==> src/rtl/scan_fetch.sv <==
module scan_fetch #(
  parameter int ROW_W      = 7,
  parameter int COL_W      = 8,
  parameter int PIX_W      = 8,
  parameter int LEAD_CYC   = 872,
  parameter int ACTIVE_CYC = 4208,
  parameter int ACCESS_CYC = 2,
  parameter int NARROW_PIX = 16
) (
  input  logic                   clk,
  input  logic                   rst_n,
  input  logic                   line_start,
  input  logic                   wide_px,
  input  logic [ROW_W-1:0]       row,
  input  logic [PIX_W-1:0]       mem_rdata,
  output logic [ROW_W+COL_W-1:0] mem_addr,
  output logic [PIX_W-1:0]       vid
);
  localparam int FULL_PIX = 1 << COL_W;
  localparam int PER_FULL = ACTIVE_CYC / FULL_PIX;
  localparam int PER_NARR = ACTIVE_CYC / NARROW_PIX;
  localparam int CNT_W    = $clog2(LEAD_CYC + ACTIVE_CYC + 1);

  typedef enum logic [1:0] {IDLE, LEAD, ACT} st_t;

  st_t              st;
  logic [CNT_W-1:0] cnt, ph;
  logic [COL_W-1:0] col;
  logic [ROW_W-1:0] row_q;
  logic             narrow_q, done;

  wire [CNT_W-1:0] per      = narrow_q ? CNT_W'(PER_NARR) : CNT_W'(PER_FULL);
  wire [COL_W-1:0] last_col = narrow_q ? COL_W'(NARROW_PIX - 1) : COL_W'(FULL_PIX - 1);
  wire             grab     = (st == ACT) && !done && (ph == CNT_W'(ACCESS_CYC));
  wire             closing  = (st == ACT) && (cnt == CNT_W'(ACTIVE_CYC - 1));

  assign mem_addr = {row_q, col};

  always_ff @(posedge clk) begin
    if (!rst_n) begin
      st <= IDLE; cnt <= '0; ph <= '0; col <= '0; row_q <= '0;
      narrow_q <= 1'b0; done <= 1'b0; vid <= '0;
    end else if (line_start) begin
      st <= LEAD; cnt <= '0; ph <= '0; col <= '0; row_q <= row;
      narrow_q <= wide_px; done <= 1'b0; vid <= '0;
    end else begin
      case (st)
        LEAD: begin
          if (cnt == CNT_W'(LEAD_CYC - 1)) begin
            st <= ACT; cnt <= '0; ph <= '0;
          end else begin
            cnt <= cnt + 1'b1;
          end
        end
        ACT: begin
          cnt <= cnt + 1'b1;
          if (closing) begin
            st <= IDLE; vid <= '0;
          end else begin
            if (grab) vid <= mem_rdata;
            if (ph == per - 1'b1) begin
              ph <= '0;
              if (col == last_col) done <= 1'b1;
              else if (!done) col <= col + 1'b1;
            end else begin
              ph <= ph + 1'b1;
            end
          end
        end
        default: ;
      endcase
    end
  end


  blank_outside_chk: assert property (@(posedge clk) disable iff (!rst_n)
    (st != ACT) |-> (vid == '0));


  col_cleared_chk: assert property (@(posedge clk) disable iff (!rst_n)
    line_start |=> (col == '0 && vid == '0));


  row_hold_chk: assert property (@(posedge clk) disable iff (!rst_n)
    !line_start |=> $stable(mem_addr[ROW_W+COL_W-1:COL_W]));


  col_step_chk: assert property (@(posedge clk) disable iff (!rst_n)
    !line_start |=> (col == $past(col) || col == $past(col) + 1'b1));


  vid_when_grab_chk: assert property (@(posedge clk) disable iff (!rst_n)
    (!line_start && !grab && !closing) |=> $stable(vid));


  last_hold_chk: assert property (@(posedge clk) disable iff (!rst_n)
    done |-> (col == last_col));
endmodule

==> config.mk <==
export PLATFORM = sky130hd
export DESIGN_NAME = scan_fetch
export DESIGN_NICKNAME = d
export VERILOG_FILES = /design/src/rtl/scan_fetch.sv
export SDC_FILE = /design/constraint.sdc
export NUM_CORES = 1
export LEC_CHECK = 0
export BUFFER_PORTS_ARGS = -buffer_cell sky130_fd_sc_hd__buf_2
export CORE_MARGIN = 2
export CORE_UTILIZATION = 58
export CTS_BUF_LIST = sky130_fd_sc_hd__clkbuf_4
export CTS_CLUSTER_DIAMETER = 60
export DETAILED_ROUTE_END_ITERATION = 8
export PLACE_DENSITY_LB_ADDON = 0.15
export SLEW_MARGIN = 20
export SYNTH_ARGS = -nofsm -noshare
export SYNTH_HDL_FRONTEND = slang
export SYNTH_SLANG_ARGS = --single-unit
==> constraint.sdc <==
create_clock -name clk -period 2.9 [get_ports clk]
set_input_delay 0.58 -clock clk [delete_from_list [all_inputs] [get_ports clk]]
set_output_delay 0.58 -clock clk [all_outputs]
set_load 0.01 [all_outputs]
==> results.sh <==
export IMPL_setup_violations=0
export IMPL_grt_pass1_vias=1964
export IMPL_rsz0062_at_grt="no"
export IMPL_cts_tree="built"
export IMPL_crit_path_max_fanout=9
export IMPL_place_congestion=0.7986
export IMPL_layout_min_cycle_time_ns=2.515
export IMPL_clockBufferDepth=2
export IMPL_post_drt_wl_per_cell_um=13.36
export IMPL_hpwl_mm=3.548
export IMPL_fin_area_um2=2778
export IMPL_antennaDiodeCount=0
export IMPL_cts_made_buffers=5
export IMPL_finalCoreUtilization=0.6797
export IMPL_crit_type="flip-flop to flip-flop"
export IMPL_required_ns=3.16
export IMPL_insertion_delay_ns=0.36
export IMPL_cts_setup_buffers=0
export IMPL_vias_per_cell=5.723
export IMPL_yosysTopAreaCellShare=0.4246
export IMPL_fin_nets=339
export IMPL_worstHoldPathType="primary input to flip-flop"
export IMPL_seq_area_frac_synth=0.4246
export IMPL_cts_max_level=2
export IMPL_die_h_um=69.64
export IMPL_drive_gt1_frac=0.1975
export IMPL_period_share=0.8671
export IMPL_synthTopCellsByArea="dfxtp_1 42%, mux2i_1 6.8%, nor2_1 6.5%, xor2_1 3.9%, xnor2_1 3.5%"
export IMPL_synth_simple_gate_area_frac=0.2734
export IMPL_outcome="finished, final reports clean"
export IMPL_clk_pin_slew_ns=0.14
export IMPL_rows=23
export IMPL_ioPinCount=42
export IMPL_synth_top_area_cell="dfxtp_1"
export IMPL_ir_drop_mv=0.2694
export IMPL_endpoint_kind="flip-flop"
export IMPL_first_iter_violations=121
export IMPL_powerDensity_nw_per_um2=404.6
export IMPL_cts_root_buf="clkbuf_4"
export IMPL_core_area_um2=4086
export IMPL_max_stage_delay_ns=0.86
export IMPL_synth_most_common_cell="dfxtp_1"
export IMPL_synth_compound_area_share=0.09264
export IMPL_overflow=0
export IMPL_ctsResizeCount=0
export IMPL_route_vias_total=2083
export IMPL_synth_ff_latch_count=53
export IMPL_clock_sinks=53
export IMPL_synthTopCellsByCount="53 x dfxtp_1, 43 x nor2_1, 17 x mux2i_1, 17 x nand3_1, 14 x nand2_1"
export IMPL_ant_nets=0
export IMPL_syn_nets=298
export IMPL_place_area_um2=2729
export IMPL_finalHoldViolCount=0
export IMPL_yosysUniqueCellTypes=46
export IMPL_maxCapViolCount=0
export IMPL_synth_fa_ha_area_frac=0.03005
export IMPL_worst_ep_arrival_time_ns=2.77
export IMPL_cp_cell_sequence="nor4_1, o2111ai_1, a2111oi_2, nand4_1, xnor2_1, nor2_1"
export IMPL_ys_async_sr_fraction=0
export IMPL_start_util=0.6115
export IMPL_die_area_um2=4849
export IMPL_finClkSkew_ns=0.01014
export IMPL_synth_xor_xnor_area_share=0.07361
export IMPL_area_growth_syn_to_layout_pct=11.17
export IMPL_ys_flop_type="dfxtp_1"
export IMPL_die_x_um=69.64
export IMPL_max_freq_ghz=0.3977
export IMPL_synth_edff_count=0
export IMPL_wirelength_mm=4.863
export IMPL_yosys_warnings=0
export IMPL_finalMaxSlewViolations=0
export IMPL_start_kind="flip-flop"
export IMPL_grt_max_degree=15
export IMPL_antenna_found_initial=0
export IMPL_syn_area_um2=2499
export IMPL_finalSetupTns_ns=0
export IMPL_syn_inst=273
export IMPL_track_usage=0.2099
export IMPL_drc=0
export IMPL_relSlewSlack=0.3817
export IMPL_dr_pass1_iters=4
export IMPL_nFillCells=364
export IMPL_muxShareOfSynthArea=0.07261
export IMPL_syn_avg_cell_area_um2=9.153
export IMPL_hold_buffers=0
export IMPL_synth_top_family_by_area="simple AND/OR/NAND/NOR gates"
export IMPL_io_buffers=41
export IMPL_worstMarginPinSlew_ns=0.9256
export IMPL_crit_slowest_cell="a2111oi_2"
export IMPL_grt_pass1_wl_mm=8.411
export IMPL_leakagePower_uw=0.001154
==> cell families (layout without fill, tap and decap cells) <==
logic type	Yosys count	in the layout
multiplexers	18	18
AND/OR/NAND/NOR	127	127
XOR/XNOR	21	21
AO/OA/AOI/OAI	33	33
flip-flops	53	53
buffers and inverters	15	56
adder cells (fa/ha/maj)	6	6
==> layer usage <==
layer | wire (um) | global-route usage | up-vias
met5 | 0 | 0 | -
met4 | 114 | 0.08547 | 0
met3 | 161 | 0.04797 | 12
met2 | 2288 | 0.3558 | 46
met1 | 2299 | 0.2573 | 978
li1 | - | - | 1047
==> through the flow <==
stage / instances / total power [uW] / hold slack [ns] / setup WS (ns)
final: 364 / 1124 / 0.4366 / 0.3853
after global routing: 364 / 1182 / 0.4220 / 0.08356
after CTS: 364 / 1142 / 0.4232 / 0.3982
after detailed placement: 357 / 834.0 / 0.4723 / 0.4280
after global placement: 357 / 831.9 / 0.4698 / 0.4803
after floorplan: 273 / 808.4 / 0.4515 / 0.6902
==> where the power goes <==
part | switching (uW) | internal, uW
clock | 208 | 97.9
sequential | 6.12 | 737
combinational | 41.2 | 33.2
==> worst paths after layout <==
| path | from | end | slack, ns | cells past startpoint |
|---|---|---|---|---|
| worst min-delay path | mem_rdata[0] | vid[0] | 0.44 | 3 |
| worst max-delay path | ph[4] | col[7] | 0.39 | 6 |
| worst max register to register | ph[4] | col[7] | 0.39 | 6 |
| worst min register to register | ph[12] | ph[12] | 0.49 | 2 |
==> layout make-up <==
| cell class | count | area [um^2] | area share |
|---|---|---|---|
| tap | 50 | 62.56 | 0.02252 |
| timing repair buffer | 43 | 220.2 | 0.07928 |
| multi-input combinational | 205 | 1363 | 0.4905 |
| inverter | 6 | 22.52 | 0.008108 |
| clock inverter | 1 | 3.754 | 0.001351 |
| sequential | 53 | 1061 | 0.3820 |
| clock buffer | 6 | 45.04 | 0.01622 |
==> state kept, by name, indices dropped and copies added, names as in the netlist <==
| signal | flops |
|---|---|
| cnt | 13 |
| ph | 13 |
| col | 8 |
| vid | 8 |
| row_q | 7 |
| st | 2 |
| done | 1 |
| narrow_q | 1 |
==> critical path, delay by kind of cell (launching register included) <==
| kind | cells | cell delay (ns) |
|---|---|---|
| compound gates | 2 | 1.18 |
| xor+xnor | 1 | 0.18 |
| flops | 1 | 0.37 |
| simple gates | 3 | 0.68 |
==> placed cells by master, fill, tap and decap left out, drive strengths merged, types with 2 or more instances in the layout <==
cell,n
dfxtp,53
nor2,43
buf,43
nand3,18
mux2i,17
nand2,14
nor2b,13
xor2,11
and3,11
xnor2,10
o21ai,10
nand4,7
inv,6
a21oi,6
ha,6
clkbuf,6
o31ai,5
o41ai,4
a31oi,3
or4,3
nor4bb,2
nor4,2
nand2b,2
nor3b,2
or3,2
No activity file was read; power rests on OpenSTA's default activity.
